## config.mk

```make
export PLATFORM = sky130hd
export DESIGN_NAME = regbank
export DESIGN_NICKNAME = d
export VERILOG_FILES = /design/src/rtl/regbank_pkg.sv /design/src/rtl/regbank_decode.sv /design/src/rtl/regbank_cell.sv /design/src/rtl/regbank_diag.sv /design/src/rtl/regbank.sv
export SDC_FILE = /design/constraint.sdc
export NUM_CORES = 1
export LEC_CHECK = 0
export BUFFER_PORTS_ARGS = -buffer_cell sky130_fd_sc_hd__buf_4
export CELL_PAD_IN_SITES_DETAIL_PLACEMENT = 1
export CELL_PAD_IN_SITES_GLOBAL_PLACEMENT = 1
export CORE_MARGIN = 2
export CORE_UTILIZATION = 41
export CTS_CLUSTER_DIAMETER = 150
export DETAILED_ROUTE_END_ITERATION = 6
export GPL_ROUTABILITY_DRIVEN = 0
export PLACE_DENSITY_LB_ADDON = 0.15
export SETUP_SLACK_MARGIN = 0.15
export SKIP_CTS_REPAIR_TIMING = 1
export SLEW_MARGIN = 20
export SYNTH_ARGS = -nofsm -noshare
export SYNTH_HDL_FRONTEND = slang
export SYNTH_HIERARCHICAL = 1
export SYNTH_SLANG_ARGS = --single-unit
```

## constraint.sdc

```tcl
create_clock -name clk_i -period 3.7 [get_ports clk_i]
set_input_delay 0.74 -clock clk_i [delete_from_list [all_inputs] [get_ports clk_i]]
set_output_delay 0.74 -clock clk_i [all_outputs]
set_load 0.03 [all_outputs]
```

## src/rtl/regbank_pkg.sv

```systemverilog
`timescale 1ns/1ps
package regbank_pkg;
  typedef struct packed {
    logic rsvd;
    logic unimp;
  } diag_t;

  // low nbytes bytes set, up to 8 bytes
  function automatic logic [63:0] byte_window(input int unsigned nbytes);
    logic [63:0] m;
    m = '0;
    for (int b = 0; b < 8; b++) begin
      if (b < nbytes) m[b*8 +: 8] = 8'hFF;
    end
    return m;
  endfunction
endpackage

```

## src/rtl/regbank_decode.sv

```systemverilog
`timescale 1ns/1ps
module regbank_decode #(
  parameter int ADDR_W   = 8,
  parameter int NUM_REGS = 4,
  parameter int BYTES    = 4,
  parameter logic [NUM_REGS-1:0] MAP_MASK = '1,
  localparam int LOG_B  = $clog2(BYTES),
  localparam int SLOT_W = (NUM_REGS > 1) ? $clog2(NUM_REGS) : 1
) (
  input  logic [ADDR_W-1:0] addr_i,
  output logic              hit_o,
  output logic [SLOT_W-1:0] slot_o
);
  logic [ADDR_W-1:0] idx_full;
  logic              aligned;
  logic              in_range;

  assign idx_full = addr_i >> LOG_B;

  generate
    if (LOG_B == 0) begin : g_byte
      assign aligned = 1'b1;
    end else begin : g_wide
      assign aligned = (addr_i[LOG_B-1:0] == '0);
    end
  endgenerate

  assign in_range = (idx_full < ADDR_W'(NUM_REGS));
  assign slot_o   = idx_full[SLOT_W-1:0];
  assign hit_o    = aligned && in_range && MAP_MASK[slot_o];
endmodule

```

## src/rtl/regbank_cell.sv

```systemverilog
`timescale 1ns/1ps
module regbank_cell #(
  parameter int REG_W = 32,
  parameter logic [REG_W-1:0] RST_VAL  = '0,
  parameter logic [REG_W-1:0] RO_MSK   = '0,
  parameter logic [REG_W-1:0] W1C_MSK  = '0,
  parameter logic [REG_W-1:0] COR_MSK  = '0,
  parameter logic [REG_W-1:0] RSVD_MSK = '0
) (
  input  logic             clk_i,
  input  logic             rst_ni,
  input  logic             wr_i,
  input  logic             rd_i,
  input  logic [REG_W-1:0] wdata_i,
  input  logic [REG_W-1:0] en_i,
  output logic [REG_W-1:0] q_o
);
  localparam logic [REG_W-1:0] FIXED = RO_MSK | W1C_MSK | RSVD_MSK;

  logic [REG_W-1:0] q_q, q_d, keep;

  assign keep = FIXED | ~en_i;

  always_comb begin
    q_d = q_q;
    if (wr_i) begin
      // write wins over a same-cycle read
      q_d = (wdata_i & ~keep) | (q_q & keep);
      q_d = q_d & ~(wdata_i & W1C_MSK);
    end else if (rd_i) begin
      q_d = q_q & ~(COR_MSK & en_i);
    end
  end

  always_ff @(posedge clk_i or negedge rst_ni) begin
    if (!rst_ni) q_q <= RST_VAL;
    else         q_q <= q_d;
  end

  assign q_o = q_q;
endmodule

```

## src/rtl/regbank_diag.sv

```systemverilog
`timescale 1ns/1ps
module regbank_diag #(
  parameter int REG_W = 32
) (
  input  logic               clk_i,
  input  logic               rst_ni,
  input  logic               wr_hit_i,
  input  logic [REG_W-1:0]   old_i,
  input  logic [REG_W-1:0]   wdata_i,
  input  logic [REG_W-1:0]   rsvd_msk_i,
  input  logic [REG_W-1:0]   unimp_msk_i,
  output regbank_pkg::diag_t flags_o
);
  regbank_pkg::diag_t d_d, d_q;

  always_comb begin
    d_d.rsvd  = wr_hit_i && (((old_i ^ wdata_i) & rsvd_msk_i) != '0);
    d_d.unimp = wr_hit_i && ((wdata_i & unimp_msk_i) != '0);
  end

  always_ff @(posedge clk_i or negedge rst_ni) begin
    if (!rst_ni) d_q <= '0;
    else         d_q <= d_d;
  end

  assign flags_o = d_q;
endmodule

```

## src/rtl/regbank.sv

```systemverilog
`timescale 1ns/1ps
module regbank #(
  parameter int REG_W    = 32,
  parameter int NUM_REGS = 4,
  parameter int ADDR_W   = 8,
  parameter int SIZE_W   = 4,
  parameter logic [NUM_REGS-1:0]       MAP_MASK   = 4'b1011,
  parameter logic [NUM_REGS*REG_W-1:0] RST_VALS   = 128'h123400FF_00000000_0000FFFF_5A0000A5,
  parameter logic [NUM_REGS*REG_W-1:0] RO_MSKS    = 128'h00000000_00000000_00000000_FF000000,
  parameter logic [NUM_REGS*REG_W-1:0] W1C_MSKS   = 128'h00000000_00000000_0000FFFF_00000000,
  parameter logic [NUM_REGS*REG_W-1:0] COR_MSKS   = 128'h000000FF_00000000_00000000_00000000,
  parameter logic [NUM_REGS*REG_W-1:0] RSVD_MSKS  = 128'h00000000_00000000_00000000_00F00000,
  parameter logic [NUM_REGS*REG_W-1:0] UNIMP_MSKS = 128'h00000000_00000000_00000000_000F0000,
  localparam int BYTES  = REG_W / 8,
  localparam int SLOT_W = (NUM_REGS > 1) ? $clog2(NUM_REGS) : 1
) (
  input  logic                      clk_i,
  input  logic                      rst_ni,
  input  logic [ADDR_W-1:0]         addr_i,
  input  logic [REG_W-1:0]          wdata_i,
  input  logic [SIZE_W-1:0]         size_i,
  input  logic                      wr_i,
  input  logic                      rd_i,
  output logic [REG_W-1:0]          rdata_o,
  output logic                      rsvd_err_o,
  output logic                      unimp_err_o,
  output logic [NUM_REGS*REG_W-1:0] regs_o
);
  import regbank_pkg::*;

  logic              hit;
  logic [SLOT_W-1:0] slot;
  logic [SIZE_W-1:0] nbytes;
  logic [63:0]       win_full;
  logic [REG_W-1:0]  en_mask;
  logic [REG_W-1:0]  q_arr     [NUM_REGS];
  logic [REG_W-1:0]  rsvd_arr  [NUM_REGS];
  logic [REG_W-1:0]  unimp_arr [NUM_REGS];
  logic [REG_W-1:0]  cur_q, cur_rsvd, cur_unimp;
  diag_t             flags;

  regbank_decode #(
    .ADDR_W(ADDR_W), .NUM_REGS(NUM_REGS), .BYTES(BYTES), .MAP_MASK(MAP_MASK)
  ) u_dec (
    .addr_i(addr_i), .hit_o(hit), .slot_o(slot)
  );

  assign nbytes   = (size_i > SIZE_W'(BYTES)) ? SIZE_W'(BYTES) : size_i;
  assign win_full = byte_window(32'(nbytes));
  assign en_mask  = win_full[REG_W-1:0];

  generate
    for (genvar i = 0; i < NUM_REGS; i++) begin : g_reg
      regbank_cell #(
        .REG_W   (REG_W),
        .RST_VAL (RST_VALS [i*REG_W +: REG_W]),
        .RO_MSK  (RO_MSKS  [i*REG_W +: REG_W]),
        .W1C_MSK (W1C_MSKS [i*REG_W +: REG_W]),
        .COR_MSK (COR_MSKS [i*REG_W +: REG_W]),
        .RSVD_MSK(RSVD_MSKS[i*REG_W +: REG_W])
      ) u_cell (
        .clk_i  (clk_i),
        .rst_ni (rst_ni),
        .wr_i   (wr_i && hit && (slot == SLOT_W'(i))),
        .rd_i   (rd_i && hit && (slot == SLOT_W'(i))),
        .wdata_i(wdata_i),
        .en_i   (en_mask),
        .q_o    (q_arr[i])
      );
      assign rsvd_arr[i]  = RSVD_MSKS [i*REG_W +: REG_W];
      assign unimp_arr[i] = UNIMP_MSKS[i*REG_W +: REG_W];
      assign regs_o[i*REG_W +: REG_W] = q_arr[i];
    end
  endgenerate

  assign cur_q     = q_arr[slot];
  assign cur_rsvd  = rsvd_arr[slot];
  assign cur_unimp = unimp_arr[slot];

  assign rdata_o = (rd_i && hit) ? (cur_q & en_mask) : '0;

  regbank_diag #(.REG_W(REG_W)) u_diag (
    .clk_i      (clk_i),
    .rst_ni     (rst_ni),
    .wr_hit_i   (wr_i && hit),
    .old_i      (cur_q),
    .wdata_i    (wdata_i),
    .rsvd_msk_i (cur_rsvd),
    .unimp_msk_i(cur_unimp),
    .flags_o    (flags)
  );

  assign rsvd_err_o  = flags.rsvd;
  assign unimp_err_o = flags.unimp;
endmodule

```

Word level (Yosys, flattened, before mapping)
Cells that the tools add are included.
Word-level totals
  latch bits: 0
  output and inout port bits: 162
  memories kept: 0
  flip-flop bits (word level): 130
  ROM bits: 0
  bits of input ports: 48
  bits in writable memories: 0
Operators by class
  mux-type cells: 19
  add/sub/neg operators: 0
  equality and inequality tests: 3
  order comparisons: 8
  divide/modulo/power cells: 0
  bitwise operators: 24
  multipliers: 0
  reduce and logical (&&, ||, !) cells: 16
  shifts and indexed selects: 0
Operators with widths (count)
  bitwise AND 32 bit: 12
  two-way mux 32 bit: 9
  binary-select mux 32 bit (select 2 bit): 3
  inverter 32 bit: 4
  bitwise OR 32 bit: 4
  nonzero test 32 bit: 2
  two-way mux 8 bit: 4
  inverter 16 -> 32 bit: 1
  inverter 8 -> 32 bit: 1
  XOR 32 bit: 1
  logical AND 1 bit: 11
  less-than comparator 1 x 4 -> 1 bit (first input constant): 2
  less-than comparator 2 x 4 -> 1 bit (first input constant): 2
  less-than comparator 6 x 3 -> 1 bit (second input constant): 1
  == test 2 bit (second input constant): 2
  greater-than comparator 4 x 3 -> 1 bit (second input constant): 1
  zero test 2 bit: 2
  two-way mux 4 bit: 1
  greater-or-equal comparator 3 bit (second input constant): 1
  less-than comparator 2 x 3 -> 1 bit (second input constant): 1
  inverter 2 -> 3 bit: 1
  binary-select mux 1 bit (select 2 bit): 1
  == test 2 x 1 -> 1 bit (second input constant): 1
  nonzero test 2 bit: 1
  two-way mux 1 bit: 1

Longest topological paths before layout
  depth in word-level cells: 9
  depth in mapped cells: 9
  gate-level depth less buffers: 6

By module
The synthesis kept the hierarchy.
Modules (own cells, without submodules)
  regbank_cell at g_reg[3].u_cell: seq. area each 817.0 um2, instances 1, area an instance 1428.9 um2, cells each 100
  regbank_cell at g_reg[2].u_cell: seq. area each 800.8 um2, instances 1, area an instance 1427.6 um2, cells each 99
  regbank_cell at g_reg[1].u_cell: seq. area each 820.8 um2, instances 1, area an instance 1260.0 um2, cells each 83
  regbank: seq. area each 0.0 um2, instances 1, area an instance 1119.8 um2, cells each 97
  regbank_cell at g_reg[0].u_cell: seq. area each 505.5 um2, instances 1, area an instance 1001.0 um2, cells each 76
  regbank_diag: seq. area each 50.0 um2, instances 1, area an instance 656.9 um2, cells each 75
  regbank_decode: seq. area each 0.0 um2, instances 1, area an instance 41.3 um2, cells each 5

Worst setup path before layout
OpenSTA, ideal clock, no wires.
  kind: input to output
  from: input addr_i[0]
  to: output rdata_o[2]
  stages on the path: 5
  setup slack: 0.402 ns
  required time: 2.960 ns
  buffers on the path: 1
  data arrival time: 2.558 ns
  cells stage by stage: or4_1 a2111oi_2 and2_1 clkbuf_1 and3_1
Between the ends
  cells in the longest elaborated chain, start to end: 5
Ends and longest elaborated chain
  start: declaration: line regbank.sv:19  | input logic [ADDR_W-1:0] addr_i,
  zero test 2 bit: line regbank_decode.sv:24  | assign aligned = (addr_i[LOG_B-1:0] == '0);
  logical AND 1 bit (2 in series): line regbank_decode.sv:30  | assign hit_o = aligned && in_range && MAP_MASK[slot_o];
  net hit: line regbank.sv:31  | logic hit;
  logical AND 1 bit: line regbank.sv:80  | assign rdata_o = (rd_i && hit) ? (cur_q & en_mask) : '0;
  two-way mux 32 bit: line regbank.sv:80
  end: declaration: line regbank.sv:24  | output logic [REG_W-1:0] rdata_o,
The timed path passes the listed nets, and every way through them passes these cells.

Worst setup path in the final report
  from: input addr_i[0]
  to: output rdata_o[25]
Same word-level chain as after synthesis.

==> flow_summary.json <==
{
  "status": "finished clean",
  "cts_tree": "done",
  "rsz0062_at_grt": "no",
  "placed_area_mm2": 0.008788,
  "power.density_mw_per_mm2": 376.0,
  "fin_ws_ns": 0.2817,
  "core_area_mm2": 0.01652,
  "combPwrFrac_pct": 14.0,
  "placed_cells": 993,
  "crit_type": "in -> out",
  "ir_worst_vdd_v": 0.0003280,
  "cts_buffers": 17,
  "die_x_um": 133.9,
  "final_area_mm2": 0.009383,
  "n_fill_cell": 1737,
  "io_pins": 210,
  "cap_violations": 0,
  "hp-class": "in -> async",
  "wirelength_um": 23220,
  "finalMaxSlewViolations": 0,
  "setup_viol": 0,
  "gr-total-overflow": 0,
  "drt_pass1_iterations": 4,
  "syn_inst": 532,
  "switching_share_pct": 26.46,
  "post-place-ws_ns": 0.1481,
  "required_ns": 2.96,
  "grt_usage_pct": 26.60,
  "ant_nets": 0,
  "leakagePower_uw": 0.004793,
  "path_clk_slew_ns": 0.05,
  "final_nets": 840,
  "period_share_pct": 92.39,
  "drc": 0,
  "drive_gt1_share_pct": 50.81,
  "finalSetupTns_ns": 0,
  "cts.sinks": 118,
  "netSwitchingPower_uw": 933.5,
  "endpoint_kind": "output port",
  "row_count": 47,
  "pwr-share-seq_pct": 38.9,
  "max_slew_margin_pct": 40.14,
  "syn_area_per_cell_um2": 13.01,
  "vias": 5472,
  "start_util_pct": 41.89,
  "vias_per_cell": 5.333,
  "arrival_ns": 2.68,
  "crit_fanout": 8,
  "post_drt_wl_per_cell_um": 22.63,
  "fmax_mhz": 292.5,
  "syn-cell-area_mm2": 0.006923,
  "clock-root-buffer": "clkbuf_16",
  "dieHeight_um": 133.9,
  "io_buffers": 197,
  "rrSetupSlack_ns": 1.56,
  "hpwl_um": 16420,
  "grt_pass1_wl_um": 35720,
  "fin_cells": 1026,
  "insertion_delay_ns": 0.42,
  "area_growth_pct": 35.53,
  "antenna_found_initial": 0,
  "synth_warnings": 6,
  "grt_max_degree": 63,
  "clkPwrFrac_pct": 47.1,
  "cts_buffer_depth": 2,
  "drt-initial-drc-count": 199,
  "multi_input_area_mm2": 0.003885,
  "fin_skew_ns": 0.003796,
  "grt_pass1_vias": 5923,
  "worst_setup_path_start_kind": "primary input",
  "worstMarginPinSlew_ns": 0.8979,
  "min_period_ns": 3.418,
  "hold_violations": 0,
  "die_area_mm2": 0.01794,
  "cell_internal_pwr_uw": 2594,
  "regArea_mm2": 0.002994,
  "htree_levels": 4
}
power groups by stage:
stage | combinational, uW | clock [uW] | sequential (uW)
detailed placement | 486 | 0 | 1390
global placement | 479 | 0 | 1390
floorplan | 212 | 0 | 1460
finish | 495 | 1660 | 1370
CTS | 489 | 1690 | 1370
global route | 527 | 1760 | 1380
cells in the final DEF (no fill, tap or decap), types with 2 or more instances in the layout:
master      instances
buf_4             209
nand2_1            95
mux2_4             88
dfrtp_1            85
conb_1             68
dfstp_2            33
mux4_2             32
xor2_1             32
a22oi_1            24
clkbuf_16          17
and3_1             16
and2_1             16
a21boi_0           16
o21ai_0             8
a32o_1              8
nand4_1             7
clkbuf_8            4
mux2_2              4
a22o_1              4
clkinv_2            3
clkinvlp_4          3
clkbuf_1            3
buf_12              3
or4_1               2
nor2_1              2
inv_1               2
nand2b_1            2
nor2_4              2
bufinv_16           2
a221oi_2            2
a221oi_1            2
critical path, stage by stage:
cell	delay, ns
buf_4	0.10
or4_1	0.53
a2111oi_2	0.41
buf_4	0.20
o211a_2	0.35
and2_1	0.17
buf_4	0.17
metrics by stage:
step	hold WS [ns]	total power (uW)	util, %
after floorplan	0.4444	1669	-
after global placement	0.4747	1867	53.18
after detailed placement	0.4840	1877	53.18
after CTS	0.4020	3551	56.75
after global routing	0.4250	3659	56.77
final	0.3852	3528	56.78
metal layers:
layer | track usage (%) | part of all wire [%] | vias up
met3 | 5.745 | 5.9 | 33
met2 | 45.21 | 50 | 193
met5 | 0 | 0 | -
met1 | 34.07 | 42 | 2846
met4 | 8.333 | 2.0 | 0
li1 | - | - | 2400
worst paths after layout:
check                                          end              startpoint  cells after the start
hold reg to reg             g_reg[1].u_cell/q_o[5]  g_reg[1].u_cell/q_o[5]                      1
min in group clk_i          g_reg[1].u_cell/q_o[5]  g_reg[1].u_cell/q_o[5]                      1
setup / recovery                       rdata_o[25]               addr_i[0]                      7
max in group asynchronous  g_reg[3].u_cell/q_o[28]                  rst_ni                      2
hold / removal                           async pin                  rst_ni                      1
setup reg to reg                 u_diag/flags_o[1]                register                      6
area by class of cell:
class / instances / area share [%]
clock buffer: 24 / 5.241
tap: 220 / 2.934
timing repair buffer: 212 / 17.36
multi-input combinational: 441 / 41.41
clock inverter: 8 / 1.040
antenna: 1 / 0.02667
inverter: 2 / 0.08001
sequential: 118 / 31.91
No activity file was read; power rests on OpenSTA's default activity.
